## src/rtl/vsplit_pkg.sv

```systemverilog
package vsplit_pkg;

    localparam int VS_ADDR_W = 32;
    localparam int VS_LANES  = 16;
    localparam int VS_BYTE_W = 8;

    typedef enum logic [1:0] {
        SEQ_IDLE = 2'd0,
        SEQ_MOVE = 2'd1,
        SEQ_DONE = 2'd2
    } seq_e;

    typedef enum logic {
        SIDE_HEAD = 1'b0,
        SIDE_TAIL = 1'b1
    } side_e;

endpackage

```

## src/rtl/vsplit_plan.sv

```systemverilog
module vsplit_plan
    import vsplit_pkg::*;
#(
    parameter int ADDR_W = VS_ADDR_W,
    parameter int LANES  = VS_LANES,
    localparam int OFF_W = $clog2(LANES),
    localparam int CNT_W = OFF_W + 1
) (
    input  logic [ADDR_W-1:0] addr,
    input  side_e             side,
    output logic [ADDR_W-1:0] start_addr,
    output logic [OFF_W-1:0]  start_lane,
    output logic [CNT_W-1:0]  count
);
    logic [OFF_W-1:0] shift;
    assign shift = addr[OFF_W-1:0];

    always_comb begin
        if (side == SIDE_HEAD) begin
            start_addr = addr;
            start_lane = '0;
            count      = CNT_W'(LANES) - CNT_W'(shift);
        end else begin
            start_addr = {addr[ADDR_W-1:OFF_W], {OFF_W{1'b0}}};
            start_lane = OFF_W'(CNT_W'(LANES) - CNT_W'(shift));
            count      = CNT_W'(shift);
        end
    end

    // byte count never exceeds one block
    always_comb begin
        a_r3_count_range: assert (count <= CNT_W'(LANES))
            else $error("plan count out of range");
    end

endmodule

```

## src/rtl/vsplit_lanes.sv

```systemverilog
module vsplit_lanes #(
    parameter int LANES  = 16,
    parameter int BYTE_W = 8,
    localparam int OFF_W = $clog2(LANES),
    localparam int VEC_W = LANES * BYTE_W
) (
    input  logic              clk,
    input  logic              rst,
    input  logic              load_all,
    input  logic [VEC_W-1:0]  vec_in,
    input  logic              clear,
    input  logic              wr_en,
    input  logic [OFF_W-1:0]  wr_lane,
    input  logic [BYTE_W-1:0] wr_byte,
    input  logic [OFF_W-1:0]  rd_lane,
    output logic [BYTE_W-1:0] rd_byte,
    output logic [VEC_W-1:0]  vec_out
);
    logic [BYTE_W-1:0] bytes_q [LANES];

    for (genvar i = 0; i < LANES; i++) begin : g_lane
        localparam int LO = (LANES - 1 - i) * BYTE_W;

        always_ff @(posedge clk) begin
            if (rst) begin
                bytes_q[i] <= '0;
            end else if (load_all) begin
                bytes_q[i] <= vec_in[LO +: BYTE_W];
            end else if (clear) begin
                bytes_q[i] <= '0;
            end else if (wr_en && (wr_lane == OFF_W'(i))) begin
                bytes_q[i] <= wr_byte;
            end
        end

        assign vec_out[LO +: BYTE_W] = bytes_q[i];
    end

    assign rd_byte = bytes_q[rd_lane];

endmodule

```

## src/rtl/vsplit_xfer.sv

```systemverilog
module vsplit_xfer
    import vsplit_pkg::*;
#(
    parameter int ADDR_W = VS_ADDR_W,
    parameter int LANES  = VS_LANES,
    parameter int BYTE_W = VS_BYTE_W
) (
    input  logic                      clk,
    input  logic                      rst,
    input  logic                      req_valid,
    input  logic [ADDR_W-1:0]         req_addr,
    input  logic                      req_store,
    input  logic                      req_tail,
    input  logic [LANES*BYTE_W-1:0]   req_wdata,
    output logic                      busy,
    output logic                      done,
    output logic [LANES*BYTE_W-1:0]   rdata,
    output logic                      mem_req,
    output logic                      mem_we,
    output logic [ADDR_W-1:0]         mem_addr,
    output logic [BYTE_W-1:0]         mem_wdata,
    input  logic                      mem_ready,
    input  logic [BYTE_W-1:0]         mem_rdata
);
    localparam int OFF_W = $clog2(LANES);
    localparam int CNT_W = OFF_W + 1;

    seq_e              state_q;
    logic [ADDR_W-1:0] addr_q;
    logic [OFF_W-1:0]  lane_q;
    logic [CNT_W-1:0]  left_q;
    logic              store_q;

    logic [ADDR_W-1:0] plan_addr;
    logic [OFF_W-1:0]  plan_lane;
    logic [CNT_W-1:0]  plan_count;
    logic              accept;
    logic              beat;

    assign accept = req_valid && (state_q == SEQ_IDLE);
    assign beat   = (state_q == SEQ_MOVE) && mem_ready;

    vsplit_plan #(.ADDR_W(ADDR_W), .LANES(LANES)) u_plan (
        .addr       (req_addr),
        .side       (side_e'(req_tail)),
        .start_addr (plan_addr),
        .start_lane (plan_lane),
        .count      (plan_count)
    );

    always_ff @(posedge clk) begin
        if (rst) begin
            state_q <= SEQ_IDLE;
            addr_q  <= '0;
            lane_q  <= '0;
            left_q  <= '0;
            store_q <= 1'b0;
        end else begin
            unique case (state_q)
                SEQ_IDLE: if (accept) begin
                    addr_q  <= plan_addr;
                    lane_q  <= plan_lane;
                    left_q  <= plan_count;
                    store_q <= req_store;
                    state_q <= (plan_count == '0) ? SEQ_DONE : SEQ_MOVE;
                end
                SEQ_MOVE: if (mem_ready) begin
                    addr_q <= addr_q + ADDR_W'(1);
                    lane_q <= lane_q + OFF_W'(1);
                    left_q <= left_q - CNT_W'(1);
                    if (left_q == CNT_W'(1)) state_q <= SEQ_DONE;
                end
                SEQ_DONE: state_q <= SEQ_IDLE;
                default:  state_q <= SEQ_IDLE;
            endcase
        end
    end

    // One lane register serves as store source and load gather buffer
    vsplit_lanes #(.LANES(LANES), .BYTE_W(BYTE_W)) u_lanes (
        .clk      (clk),
        .rst      (rst),
        .load_all (accept && req_store),
        .vec_in   (req_wdata),
        .clear    (accept && !req_store),
        .wr_en    (beat && !store_q),
        .wr_lane  (lane_q),
        .wr_byte  (mem_rdata),
        .rd_lane  (lane_q),
        .rd_byte  (mem_wdata),
        .vec_out  (rdata)
    );

    assign busy     = (state_q != SEQ_IDLE);
    assign done     = (state_q == SEQ_DONE);
    assign mem_req  = (state_q == SEQ_MOVE);
    assign mem_we   = store_q;
    assign mem_addr = addr_q;

    // a stalled access keeps its address, direction and data
    a_r7_hold: assert property (@(posedge clk) disable iff (rst)
        (mem_req && !mem_ready) |=> (mem_req && $stable(mem_addr)
                                     && $stable(mem_we) && $stable(mem_wdata)))
        else $error("stalled access changed");

    // consecutive accesses step the address by one
    a_r1_step: assert property (@(posedge clk) disable iff (rst)
        (mem_req && mem_ready) |=> (!mem_req || (mem_addr == $past(mem_addr) + ADDR_W'(1))))
        else $error("address did not step by one");

    // done lasts a single cycle
    a_r8_pulse: assert property (@(posedge clk) disable iff (rst)
        done |=> !done)
        else $error("done longer than one cycle");

    // aligned tail access finishes at once without memory traffic
    a_r5_empty: assert property (@(posedge clk) disable iff (rst)
        (req_valid && !busy && req_tail && (req_addr[OFF_W-1:0] == '0))
            |=> (done && !mem_req))
        else $error("empty tail access touched memory");

    // idle unit is quiet on the memory port
    a_r10_idle_quiet: assert property (@(posedge clk) disable iff (rst)
        !busy |-> (!mem_req && !done))
        else $error("idle unit active");

endmodule

```

## config.mk

```make
export PLATFORM = sky130hd
export DESIGN_NAME = vsplit_xfer
export DESIGN_NICKNAME = d
export VERILOG_FILES = /design/src/rtl/vsplit_pkg.sv /design/src/rtl/vsplit_plan.sv /design/src/rtl/vsplit_lanes.sv /design/src/rtl/vsplit_xfer.sv
export SDC_FILE = /design/constraint.sdc
export NUM_CORES = 1
export LEC_CHECK = 0
export CORE_AREA = 2 2 135 137
export DETAILED_ROUTE_END_ITERATION = 10
export DIE_AREA = 0 0 137 139
export DONT_BUFFER_PORTS = 1
export PLACE_DENSITY = 0.73
export SKIP_CTS_REPAIR_TIMING = 1
export SYNTH_ARGS = -nofsm -noshare
export SYNTH_HDL_FRONTEND = slang
export SYNTH_HIERARCHICAL = 1
export SYNTH_SLANG_ARGS = --single-unit
```

## constraint.sdc

```tcl
create_clock -name clk -period 4.5 [get_ports clk]
set_clock_uncertainty 0.15 [all_clocks]
set_input_delay 0.9 -clock clk [delete_from_list [all_inputs] [get_ports clk]]
set_output_delay 0.9 -clock clk [all_outputs]
set_load 0.005 [all_outputs]
```

==> results.md <==
* Wire length per cell after detailed routing at 31.1 µm
* Flops & latches, synth at ~170
* Area of the die at around 0.019 mm²
* Maximum vdd drop at 0.268 mV
* Total net switching power at 1.24 mW
* TritonCTS sink count at 172
* Design area at 0.0102 mm²
* Via Count at 7851
* Most area-consuming cells after synthesis: sky130_fd_sc_hd__edfxtp_1 (39%), sky130_fd_sc_hd__dfxtp_1 (9.0%), sky130_fd_sc_hd__mux4_2 (7.4%)
* Unrepaired setup endpoints after global routing: false
* Worst reg-to-reg path cell count at 7
* PwrDens at ~400 mW/mm²
* Critical path start-end classification: flip-flop to output pin
* Async set-or-reset flop fraction in the synthesized netlist at 0%
* Starting density of the core at 55.3%
* Ratio of final minimum period to clock period at 88.3%
* Synthesized-area fraction occupied by ao, oa, aoi and oai cells at 20.8%
* Synthesized net count at 1070
* Worst hold start: left_q[1]
* CTS buffer count at 17
* Fraction of final layout cells with drive strength greater than 1 at 13.7%
* Vias/cell at around 7.4
* Detailed router's first-iteration violation count at 919
* Final Max Tran Viols at 0
* Filler cell count at 1465
* Capture point of the worst reg-to-reg path: u_lanes/bytes_q[10][2]
* Crit end category: output pin
* Top flip-flop cell by instance count after synthesis: sky130_fd_sc_hd__edfxtp_1
* Main combinational cell family by area after synthesis: compound AO/OA/AOI/OAI gates
* Io pins at about 350
* Total Wirelength at between 30000 and 40000 µm
* Y dimension of the die at around 140 µm
* Dominant cell by count in the synthesized netlist: sky130_fd_sc_hd__edfxtp_1
* Number of port buffers at 0
* DP HPWL at 24200 µm
* Number of nets at the end of the flow at approximately 1000
* Synth area leader: sky130_fd_sc_hd__edfxtp_1
* Count of mapped cells out of synthesis at 891
* Htree depth at 4
* Number of hold violations in the final report at 0
* DRC violations left at 0
* Number of setup violations in the final report at 0
* Peak fanout along the critical path at 29
* Area grow syn2layout at 4.75%
* Area of combinational cells with multiple inputs at 0.00446 mm²
* Final weighted congestion in routability-driven placement at around 1.1
* Critical Path AT at 2.92 ns
* Footprint of the flip-flops and latches at about 0.0047 mm²
* Run status: finished, final reports clean
* Length of the first detailed-routing pass in iterations at 6
* Die W at 137 µm
* Clock latency on the worst-skew pair at 0.42 ns
* Launch point of the worst reg-to-reg path: state_q[0]
* List of most frequent post-synthesis cells: sky130_fd_sc_hd__edfxtp_1 (128), sky130_fd_sc_hd__nand2_1 (99), sky130_fd_sc_hd__a32o_1 (68)
* Worst hold slack at roughly 0.33 ns
* Endpoint required time on the critical path at about 3.5 ns
* Avg Synthesized Cell Area at 10.9 µm²
* Total Neg Setup Slack at 0 ns
* Power share of the combinational group at about 15%
* Min cycle time layout at between 3 and 4 ns
* Core footprint at 0.0177 mm²
* Post-synthesis simple-gate area fraction at 14.9%
* Post-synthesis cell area at 0.00976 mm²
* Clock share of power at 33.1%
* Setup slack, reg-to-reg at slightly below 1 ns
* Clock tree root driver cell: sky130_fd_sc_hd__clkbuf_16
* Core Rows at 49
* Number of antenna-violating nets in the routed design at 0
* Post-synthesis share of cell area spent on xor and xnor gates at 0.180%
* Final setup margin at between 0.5 and 0.6 ns
* Worst rel slew slack at a little under an eighth
* Cell Area, Placed at 0.00967 mm²
* Final Instance Count excl. Fillers at 1064
* Register clock-pin slew on the reported worst setup and hold paths at 0.07 ns
* Internal Pwr Total at 2.87 mW
* Worst setup slack before clock tree synthesis at 0.822 ns
* Min-Delay Path Class: flip-flop to flip-flop
* Worst Hold Path EP: left_q[1]
* Arithmetic-cell share of the synthesized area counting full adders, half adders and majority gates at 0.641%
* Slew at the pin closest to its max-slew limit at 1.32 ns
* Critical Path Start Type: flip-flop
* Sequential fraction of design power at 52.0%
* Depth of the worst hold-timing path at 2
* Seq/Total Area, Yosys at 48.4%
* Total of max-cap violations at 0
* Wire length of the first global-routing pass at 47700 µm
* Multiplexer fraction of the synthesized cell area at 8.98%
* Aggregate global routing overflow at 0
* Number of global-route vias before repair at 7624
* Placed cell count at 1028
* Clock tree from TritonCTS: done
* Number of enable-type register cells in the synthesized netlist at 128
* Highest clock frequency the design can meet at roughly 250 MHz
* Number of antenna violations at the first check in global routing at 4
* Cell variety after synth at 66
* Largest net degree at the start of global routing at 61
* Leakage dissipation at 3.41 nW
* Maximum clock path buffer count at 2
* Switching share of total power at 30.2%
* Fraction of synthesized cell area taken by the top area cell type at about 39%
* GRT Total Usage at 33.8%
* Yosys warning total at 6
## routing by layer
metal	routed length [µm]	vias to the layer above	track usage [%]
li1	-	3326	-
met1	11600	3867	41.8
met2	15800	570	52.7
met3	4180	88	12.4
met4	1450	0	15.2
met5	0	-	0
## metrics by stage
step                      util (%)  power (mW)
after floorplan                  -        2.56
after global placement        54.8        2.74
after detailed placement      54.8        2.77
after CTS                     57.8        4.11
after global routing          57.9        4.25
final                         57.9        4.12
## placed cells by master (no fill, tap or decap), types with 4 or more instances in the layout
cell,n
sky130_fd_sc_hd__a31oi_1,11
sky130_fd_sc_hd__a32o_1,68
sky130_fd_sc_hd__o21ai_1,20
sky130_fd_sc_hd__mux2i_1,11
sky130_fd_sc_hd__a22o_1,34
sky130_fd_sc_hd__or3_1,4
sky130_fd_sc_hd__nor3_4,5
sky130_fd_sc_hd__or2_2,5
sky130_fd_sc_hd__inv_1,9
sky130_fd_sc_hd__nor4_1,5
sky130_fd_sc_hd__edfxtp_1,128
sky130_fd_sc_hd__a21oi_1,45
sky130_fd_sc_hd__nand3_1,21
sky130_fd_sc_hd__buf_4,16
sky130_fd_sc_hd__diode_2,5
sky130_fd_sc_hd__o21ai_0,43
sky130_fd_sc_hd__a21o_1,4
sky130_fd_sc_hd__clkbuf_16,17
sky130_fd_sc_hd__a211oi_1,5
sky130_fd_sc_hd__inv_6,6
sky130_fd_sc_hd__nor3_1,8
sky130_fd_sc_hd__ha_1,5
sky130_fd_sc_hd__nor2b_1,5
sky130_fd_sc_hd__o211ai_1,5
sky130_fd_sc_hd__a22oi_1,18
sky130_fd_sc_hd__dfxtp_1,42
sky130_fd_sc_hd__mux4_2,32
sky130_fd_sc_hd__and2_1,9
sky130_fd_sc_hd__nor2_1,41
sky130_fd_sc_hd__nor2_4,4
sky130_fd_sc_hd__o22ai_1,7
sky130_fd_sc_hd__nand2_1,99
sky130_fd_sc_hd__nand4_1,8
sky130_fd_sc_hd__nand2b_1,13
sky130_fd_sc_hd__and3_1,9
## flip-flops by register name, summed over array words and instances (netlist names)
name and flops:
mem_we 1, left_q 5, u_lanes/bytes_q 128, lane_q 4, mem_addr 32, state_q 2
## final cells by class
type	instances	share of cell area, %
multi-input cells	600	43.7
inverters	9	0.331
clock buffers	17	4.16
repair buffers	18	1.57
clock inverters	14	1.08
flip-flops and latches	172	46.3
diodes	5	0.122
well taps	229	2.80
## power groups by stage
stage          clock network (mW)  registers [mW]  logic [mW]
4_1_cts                      1.38            2.13       0.603
3_5_place_dp                    0            2.17       0.600
5_1_grt                      1.43            2.16       0.662
6_report                     1.36            2.14       0.615
3_3_place_gp                    0            2.16       0.580
2_1_floorplan                   0            2.05       0.515
## critical path: stages (launching register included)
cell and delay [ns]:
sky130_fd_sc_hd__dfxtp_2 0.99, sky130_fd_sc_hd__buf_4 0.45, sky130_fd_sc_hd__mux4_2 0.55, sky130_fd_sc_hd__a22oi_1 0.35, sky130_fd_sc_hd__nand2_1 0.14
## kinds of logic after synthesis
kind of cell / after synthesis
compound gates: 279
simple gates: 267
flops: 172
fa+ha+maj: 5
xor+xnor: 2
buf+inv: 119
mux: 47
## worst max-delay path by stage
stage,start,end,depth (start not counted)
final,lane_q[0],mem_wdata[0],4
after global routing,lane_q[0],mem_wdata[0],4
after CTS,lane_q[0],mem_wdata[0],4
after detailed placement,req_valid,u_lanes/bytes_q[10][2],5
after global placement,req_valid,u_lanes/bytes_q[10][0],5
after floorplan,mem_ready,u_lanes/bytes_q[4][0],10
(Power assumes the default switching activity.)
